--- config.mk ---
export PLATFORM = sky130hd
export DESIGN_NAME = tblwalk_seq
export DESIGN_NICKNAME = d
export VERILOG_FILES = /design/src/rtl/tblwalk_pkg.sv /design/src/rtl/tblwalk_ctrl.sv /design/src/rtl/tblwalk_dp.sv /design/src/rtl/tblwalk_seq.sv
export SDC_FILE = /design/constraint.sdc
export NUM_CORES = 1
export LEC_CHECK = 0
export BUFFER_PORTS_ARGS = -buffer_cell sky130_fd_sc_hd__buf_2
export CORE_ASPECT_RATIO = 1.1
export CORE_UTILIZATION = 54
export DETAILED_ROUTE_END_ITERATION = 12
export PLACE_DENSITY = 0.95
export SYNTH_ARGS = -nofsm -noshare
export SYNTH_HDL_FRONTEND = slang
export SYNTH_SLANG_ARGS = --single-unit
--- constraint.sdc ---
create_clock -name clk -period 3.61 [get_ports clk]
set_input_delay 0 -clock clk [delete_from_list [all_inputs] [get_ports clk]]
set_output_delay 0 -clock clk [all_outputs]
set_load 0.01 [all_outputs]
--- src/rtl/tblwalk_pkg.sv ---
package tblwalk_pkg;

  // Result level reported with the done pulse
  typedef enum logic [1:0] {
    LVL_NONE = 2'd0,
    LVL_PRI  = 2'd1,
    LVL_SEC  = 2'd2,
    LVL_DIR  = 2'd3
  } walk_lvl_e;

  typedef enum logic [2:0] {
    ST_IDLE,
    ST_PRI_REQ,
    ST_PRI_WAIT,
    ST_SEC_REQ,
    ST_SEC_WAIT,
    ST_DONE
  } walk_state_e;

  // Strobes from control to datapath
  typedef struct packed {
    logic      loadVa;
    logic      selSec;
    logic      capture;
    walk_lvl_e lvl;
  } walk_strobe_t;

endpackage

--- src/rtl/tblwalk_ctrl.sv ---
module tblwalk_ctrl
  import tblwalk_pkg::*;
(
  input  logic         clk,
  input  logic         rstN,
  input  logic         start,
  input  logic         isHead,
  input  logic         memReqReady,
  input  logic         memRspValid,
  input  logic         memRspFault,
  output logic         memReqValid,
  output logic         busy,
  output logic         doneValid,
  output walk_strobe_t stb
);

  walk_state_e state, nextState;

  always_ff @(posedge clk) begin
    if (!rstN) state <= ST_IDLE;
    else       state <= nextState;
  end

  always_comb begin
    nextState = state;
    stb       = '0;
    stb.lvl   = LVL_NONE;
    unique case (state)
      ST_IDLE: begin
        if (start) begin
          stb.loadVa = 1'b1;
          nextState  = ST_PRI_REQ;
        end
      end
      ST_PRI_REQ: begin
        if (memReqReady) nextState = ST_PRI_WAIT;
      end
      ST_PRI_WAIT: begin
        if (memRspValid) begin
          if (!memRspFault) begin
            stb.capture = 1'b1;
            stb.lvl     = LVL_PRI;
            nextState   = ST_DONE;
          end else if (isHead) begin
            // the head entries live in page zero: the secondary table is gone too
            stb.capture = 1'b1;
            stb.lvl     = LVL_DIR;
            nextState   = ST_DONE;
          end else begin
            nextState = ST_SEC_REQ;
          end
        end
      end
      ST_SEC_REQ: begin
        stb.selSec = 1'b1;
        if (memReqReady) nextState = ST_SEC_WAIT;
      end
      ST_SEC_WAIT: begin
        stb.selSec = 1'b1;
        if (memRspValid) begin
          stb.capture = 1'b1;
          stb.lvl     = memRspFault ? LVL_DIR : LVL_SEC;
          nextState   = ST_DONE;
        end
      end
      ST_DONE: nextState = ST_IDLE;
      default: nextState = ST_IDLE;
    endcase
  end

  assign memReqValid = (state == ST_PRI_REQ) || (state == ST_SEC_REQ);
  assign busy        = (state != ST_IDLE);
  assign doneValid   = (state == ST_DONE);


  done_pulse_chk: assert property (@(posedge clk) disable iff (!rstN)
    doneValid |=> !doneValid && !busy);


  start_busy_chk: assert property (@(posedge clk) disable iff (!rstN)
    (busy && start) |-> !stb.loadVa);


  idle_hold_chk: assert property (@(posedge clk) disable iff (!rstN)
    (!busy && !start) |=> !busy);


  sec_sel_chk: assert property (@(posedge clk) disable iff (!rstN)
    (stb.selSec && memReqValid) |-> !isHead);

endmodule

--- src/rtl/tblwalk_dp.sv ---
module tblwalk_dp
  import tblwalk_pkg::*;
#(
  parameter int DISC_W       = 8,
  parameter int SPACE_W      = 24,
  parameter int PAGE_W       = 16,
  parameter int OFF_W        = 12,
  parameter int HEAD_ENTRIES = 256,
  parameter int SEC_BASE     = 64,
  parameter int ENTRY_W      = 16
) (
  input  logic                clk,
  input  logic                rstN,
  input  walk_strobe_t        stb,
  input  logic [DISC_W+SPACE_W+PAGE_W+OFF_W-1:0] faultVa,
  input  logic [ENTRY_W-1:0]  memRspData,
  output logic                isHead,
  output logic [DISC_W+SPACE_W+PAGE_W+OFF_W-1:0] memReqAddr,
  output logic [1:0]          doneLevel,
  output logic [ENTRY_W-1:0]  doneBlock,
  output logic [DISC_W+SPACE_W+PAGE_W+OFF_W-1:0] doneResolveVa
);

  localparam int SOFF_W    = PAGE_W + OFF_W;          // byte offset in a space
  localparam int DS_W      = DISC_W + SPACE_W;
  localparam int VA_W      = DS_W + SOFF_W;
  localparam int SEC_IDX_W = PAGE_W + 1 - OFF_W;      // pages of the full table
  localparam int HEAD_BASE = SEC_BASE + 2 * (2 ** SEC_IDX_W);

  logic [VA_W-1:0]      vaReg;
  logic [DS_W-1:0]      dsPart;
  logic [PAGE_W-1:0]    pageNum;
  logic [SOFF_W-1:0]    headOff, topOff, secOff, priOff;
  logic [PAGE_W:0]      relOff;
  logic [SEC_IDX_W-1:0] secIdx;

  always_ff @(posedge clk) begin
    if (!rstN)           vaReg <= '0;
    else if (stb.loadVa) vaReg <= faultVa;
  end

  assign dsPart  = vaReg[VA_W-1 -: DS_W];
  assign pageNum = vaReg[OFF_W +: PAGE_W];
  assign isHead  = (pageNum < PAGE_W'(HEAD_ENTRIES));

  // head region in page zero, right after the secondary table
  assign headOff = SOFF_W'(HEAD_BASE) + SOFF_W'({pageNum, 1'b0});
  // full table grows down from the top: 2^SOFF_W - 2*(page+1)
  assign topOff  = ~SOFF_W'({pageNum, 1'b1});
  // same entry measured from the table base, split into table pages
  assign relOff  = ~{pageNum, 1'b1};
  assign secIdx  = relOff[PAGE_W -: SEC_IDX_W];
  assign secOff  = SOFF_W'(SEC_BASE) + SOFF_W'({secIdx, 1'b0});
  assign priOff  = isHead ? headOff : topOff;

  assign memReqAddr = {dsPart, (stb.selSec ? secOff : priOff)};

  logic [1:0]         lvlReg;
  logic [ENTRY_W-1:0] blockReg;
  logic [VA_W-1:0]    resolveReg;

  always_ff @(posedge clk) begin
    if (!rstN) begin
      lvlReg     <= LVL_NONE;
      blockReg   <= '0;
      resolveReg <= '0;
    end else if (stb.capture) begin
      lvlReg <= stb.lvl;
      unique case (stb.lvl)
        LVL_PRI: begin
          blockReg   <= memRspData;
          resolveReg <= vaReg;
        end
        LVL_SEC: begin
          blockReg   <= memRspData;
          resolveReg <= {dsPart, topOff[SOFF_W-1:OFF_W], {OFF_W{1'b0}}};
        end
        default: begin
          blockReg   <= '0;
          resolveReg <= {dsPart, {SOFF_W{1'b0}}};
        end
      endcase
    end
  end

  assign doneLevel     = lvlReg;
  assign doneBlock     = blockReg;
  assign doneResolveVa = resolveReg;


  dir_zero_chk: assert property (@(posedge clk) disable iff (!rstN)
    (doneLevel == LVL_DIR) |-> (doneBlock == '0));

endmodule

--- src/rtl/tblwalk_seq.sv ---
module tblwalk_seq
  import tblwalk_pkg::*;
#(
  parameter int DISC_W       = 8,
  parameter int SPACE_W      = 24,
  parameter int PAGE_W       = 16,
  parameter int OFF_W        = 12,
  parameter int HEAD_ENTRIES = 256,
  parameter int SEC_BASE     = 64,
  parameter int ENTRY_W      = 16,
  localparam int VA_W        = DISC_W + SPACE_W + PAGE_W + OFF_W
) (
  input  logic               clk,
  input  logic               rstN,
  input  logic               start,
  input  logic [VA_W-1:0]    faultVa,
  output logic               busy,
  output logic               memReqValid,
  input  logic               memReqReady,
  output logic [VA_W-1:0]    memReqAddr,
  input  logic               memRspValid,
  input  logic               memRspFault,
  input  logic [ENTRY_W-1:0] memRspData,
  output logic               doneValid,
  output logic [1:0]         doneLevel,
  output logic [ENTRY_W-1:0] doneBlock,
  output logic [VA_W-1:0]    doneResolveVa
);

  walk_strobe_t stb;
  logic         isHead;

  tblwalk_ctrl ctrl_i (
    .clk(clk), .rstN(rstN), .start(start), .isHead(isHead),
    .memReqReady(memReqReady), .memRspValid(memRspValid),
    .memRspFault(memRspFault), .memReqValid(memReqValid),
    .busy(busy), .doneValid(doneValid), .stb(stb)
  );

  tblwalk_dp #(
    .DISC_W(DISC_W), .SPACE_W(SPACE_W), .PAGE_W(PAGE_W), .OFF_W(OFF_W),
    .HEAD_ENTRIES(HEAD_ENTRIES), .SEC_BASE(SEC_BASE), .ENTRY_W(ENTRY_W)
  ) dp_i (
    .clk(clk), .rstN(rstN), .stb(stb), .faultVa(faultVa),
    .memRspData(memRspData), .isHead(isHead), .memReqAddr(memReqAddr),
    .doneLevel(doneLevel), .doneBlock(doneBlock), .doneResolveVa(doneResolveVa)
  );


  req_hold_chk: assert property (@(posedge clk) disable iff (!rstN)
    (memReqValid && !memReqReady) |=> memReqValid && $stable(memReqAddr));

endmodule

# After elaboration in Yosys (flattened, before gate mapping)
# Index checks and enable logic that the tools add are counted.
# word_totals
regBits	141
inputBits	82
out_inout_bits	141
# classes
add_sub_neg	2
n_lt_le_gt_ge	1
eq_ne	12
mux	21
bitwise_logic	2
reduce_logical	6
# op_table
op	n
28-bit 2-to-1 mux	2
28-bit one-hot mux with 2 select lines	1
3-bit 2-to-1 mux	11
17-bit NOT with 28-bit output	1
8-bit by 17-bit adder with 18-bit output, first input constant	1
17-bit NOT	1
16-bit by 9-bit less-than comparator with 1-bit output, second input constant	1
16-bit 2-to-1 mux	1
3-bit one-hot mux with 5 select lines	1
2-bit inequality test, second input constant	5
7-bit by 6-bit adder with 8-bit output, first input constant	1
3-bit by 2-bit == test with 1-bit output, second input constant	2
3-bit == test, second input constant	2
3-bit one-hot mux with 2 select lines	1
5-bit AND reduction	1
1-bit 2-to-1 mux	4
2-bit OR reduction	2
3-bit by 1-bit == test with 1-bit output, second input constant	1
3-bit logical NOT	1
3-bit nonzero test	1
2-bit by 1-bit == test with 1-bit output, second input constant	1
2-bit == test, second input constant	1
1-bit logical OR	1

# Logic depth before layout (Yosys ltp)
# depth
depth_word	8
mapped_depth	12

# Hierarchy
# From an unflattened synthesis, not the netlist that was laid out.
# hier_totals
cells_unflattened	648
hier_area_um2	6257.3
# modules_own_cells
mod	n_inst	cells_per_inst	area_each_um2	seq_area_each_um2
tblwalk_dp	1	611	5949.5	2762.6
tblwalk_ctrl	1	37	307.8	60.1

# Worst setup path after synthesis
# No wires, ideal clock.
# synth_timing
path_kind	register to register
startpoint	reg dp_i.vaReg[24]
endpoint	reg dp_i.resolveReg[17] (netlist: dp_i.doneResolveVa[17])
arrival_time_ps	2306
required_ps	3538
setup_slack_ps	1232
path_stages_with_launch	11
synth_period_minus_slack_ps	2378
path_cell_list	dfxtp_1 or4_4 o21ai_2 nand2_1 o21ai_0 ha_1 nor2b_1 clkbuf_1 clkbuf_1 nand2_1 mux2i_1
# synth_lines
item	line	rtl
start, declared	tblwalk_dp.sv:30	logic [VA_W-1:0] vaReg;
start signal, assigned	tblwalk_dp.sv:39	else if (stb.loadVa) vaReg <= faultVa;
end signal, assigned	tblwalk_dp.sv:72	resolveReg <= vaReg;
end signal, assigned	tblwalk_dp.sv:76	resolveReg <= {dsPart, topOff[SOFF_W-1:OFF_W], {OFF_W{1'b0}}};
end signal, assigned	tblwalk_dp.sv:80	resolveReg <= {dsPart, {SOFF_W{1'b0}}};
end, declared	tblwalk_dp.sv:60	logic [VA_W-1:0] resolveReg;

# Worst setup path in the final report
# layout_timing
startpoint	reg ctrl_i.state[2]
endpoint	out memReqAddr[20]
# layout_via
elab_chain_len	4
word_cells_on_any_way	5
cone_classes	eq/ne: 2; mux: 2; reduce/logical: 1
# layout_lines
item	line	rtl
start, declared	tblwalk_ctrl.sv:17	walk_state_e state, nextState;
start signal, assigned	tblwalk_ctrl.sv:21	else state <= nextState;
3-bit == test / 3-bit by 2-bit == test with 1-bit output (equally long branches)	tblwalk_ctrl.sv:28	unique case (state)
2-bit OR reduction (no line) (*)	n/a	
1-bit 2-to-1 mux (*)	tblwalk_ctrl.sv:28	
28-bit 2-to-1 mux (*)	tblwalk_dp.sv:56	assign memReqAddr = {dsPart, (stb.selSec ? secOff : priOff)};
end, declared	tblwalk_seq.sv:20	output logic [VA_W-1:0] memReqAddr,
# Mark *: on every way between the ends. The rest lies on a longest branch, timed or not.

==> results_dict.tcl <==
set metrics [dict create \
    ys_warn_count 0 \
    drtPass1Iterations 5 \
    status "complete, no violations" \
    vdd_drop_max_mv 0.320 \
    ioPinCount 223 \
    clk_latency_ns 0.40 \
    numClockSinks 141 \
    worstMarginPinSlew_ns 0.742 \
    finalHoldViolCount 0 \
    hp-class "input port to flop" \
    routed_wirelength_mm 18.1 \
    drv_slew 0 \
    fin_crit_ns 2.89 \
    dp_cells 1041 \
    yosysMostFrequentCell "nand2_1" \
    grt_max_degree 80 \
    cts_resized 0 \
    rows 41 \
    syn_inst 761 \
    drt-wirelength-per-cell_um 15.8 \
    path_clk_slew_ns 0.05 \
    cp_slowest_stage_delay_ns 0.63 \
    path_buf_inv 2 \
    synth_edf_count 0 \
    cts_tree "done" \
    dr_total_vias 6027 \
    fin_ws_ns 0.724 \
    crit_chain "nor3b_1 -> a21o_1 -> nand2b_1 -> inv_1 -> buf_2" \
    dieHeight_um 116 \
    hold_start "start" \
    overflow 0 \
    final_area_um2 8470 \
    syn-num-nets 846 \
    cts-root-buf "clkbuf_16" \
    place_ws_ns 0.994 \
    arrival_ns 2.89 \
    drive_gt1_share_pct 25.9 \
    ys_types 41 \
    post_dp_cell_area_um2 7170 \
    synth.area.top_cells "dfxtp_1, nand2_1, mux2i_1" \
    synth_ff_type "dfxtp_1" \
    syn_avg_cell_area_um2 8.40 \
    synthToLayoutAreaGrowth_pct 32.5 \
    dieWidth_um 106 \
    track_usage_pct 29.4 \
    yosysSeqAreaShare_pct 44.2 \
    grt_first_pass_wirelength_mm 28.2 \
    die_area_um2 12300 \
    ant_nets 0 \
    remaining_drc_errors 0 \
    whs_ns 0.0542 \
    start_kind "flop" \
    rsz0062_at_grt "false" \
    numCtsBuffers 17 \
    cp-startpoint "ctrl_i.state[2]$_SDFFE_PN0P_" \
    worst_setup_path_end_kind "primary output" \
    syn_area_um2 6390 \
    cap_violations 0 \
    power_mw 3.78 \
    crit_family "simple AND/OR/NAND/NOR gates" \
    rrSetupSlack_ns 1.00 \
    dp_hpwl_mm 10.6 \
    synthArstFlopShare_pct 0 \
    critPathRequiredTime_ns 3.61 \
    critPathKind "flop to primary output" \
    port_buffers 221 \
    fin_skew_ns 0.0103 \
    final_nets 1074 \
    ys_ff_latch 141 \
    fillers 769 \
    cp_max_fo 10 \
    cts_setup_buffers 0 \
    htree_levels 4 \
    cts_buffer_depth 2 \
    vias_per_cell 5.26 \
    core-area_um2 11500 \
    fin_cells 1146 \
    drt_iter0_markers 377 \
    antenna_cells 0 \
    fin_util_pct 73.7 \
    setup_violations 0 \
    rr_startpoint "ctrl_i.state[2]$_SDFFE_PN0P_" \
    p_leak_nw 3.68 \
    antenna_found_initial 0 \
    synth_area_leader_cell "dfxtp_1" \
    finalCritPeriodShare_pct 79.9 \
    gp_congestion 0.800 \
    start_util_pct 55.6 \
    slew_headroom_pct 50.5 \
    max_clock_freq_mhz 347 \
    netlist_top_cells_count "nand2_1, dfxtp_1, mux2i_1" \
    hold_buffers 79 \
    finalSetupTns_ns 0 \
    cp_slowest_cell "nor3b_1" \
    grt_pass1_vias 5917 \
    synth_top_area_share_pct 44.2 \
    power_per_cell_area_nw_per_um2 447 \
]
## sequential cells by signal, summed over array words and instances (netlist names)
| register | flops |
|---|---|
| dp_i.doneBlock | 16 |
| dp_i.vaReg | 60 |
| dp_i.doneLevel | 2 |
| dp_i.doneResolveVa | 60 |
| ctrl_i.state | 3 |
## final cells by class
cell class,instances,area [µm²],share of cell area (%)
multi-input combinational,512,2930,34.6
sequential,141,2820,33.3
timing repair buffer,308,1980,23.4
clock buffer,24,492,5.81
tap,150,188,2.22
inverter,9,33.8,0.399
clock inverter,2,12.5,0.148
## power breakdown
part / internal (mW) / switching, mW / leakage (nW)
Combinational: 0.260 / 0.336 / 2.28
Sequential: 1.61 / 0.0487 / 1.15
Clock: 0.927 / 0.599 / 0.246
## cell usage in the layout (no fill, tap or decap), types with 7 or more instances in the layout
master         netlist  layout
nand2_1            278     277
buf_2                4     220
dfxtp_1            141     141
mux2i_1             81      81
dlygate4sd3_1        0      79
a21boi_0            60      60
clkbuf_16            0      17
nand3b_1            16      16
nor2_1              13      13
nand3_1             12      12
inv_1                9       9
o21ai_0              7       7
buf_4               47       7
## metal layers
metal / up-vias / part of all wire (%) / track usage (%)
li1: 2880 / - / -
met1: 2825 / 38 / 31.1
met2: 269 / 52 / 53.9
met3: 53 / 6.3 / 7.31
met4: 0 / 3.8 / 16.2
met5: - / 0 / 0
## kinds of logic after synthesis
logic type	Yosys count	synth area share [%]
flops	141	44.2
fa+ha+maj	3	0.587
simple gates	335	21.6
other cells	1	0.0587
mux	82	12.9
buf+inv	108	10.1
compound gates	84	9.67
xor+xnor	7	0.959
## worst reg2reg max path: stages (launching register included)
cell and delay [ns]:
dfxtp_1 0.50, nor3b_1 0.63, nand2_1 0.17, o21ai_0 0.20, ha_1 0.43, nor2b_1 0.18, buf_4 0.23, nand2_1 0.09
mux2i_1 0.12
## path summary, 6_finish.rpt
| path | endpoint | depth (start not counted) |
|---|---|---|
| worst max register to register | dp_i.doneResolveVa[27]$_SDFFE_PN0P_ | 8 |
| worst max-delay path | memReqAddr[20] | 5 |
| worst min-delay path | ctrl_i.state[2]$_SDFFE_PN0P_ | 4 |
| worst min register to register | dp_i.doneResolveVa[28]$_SDFFE_PN0P_ | 2 |
No activity file was read; power rests on OpenSTA's default activity.
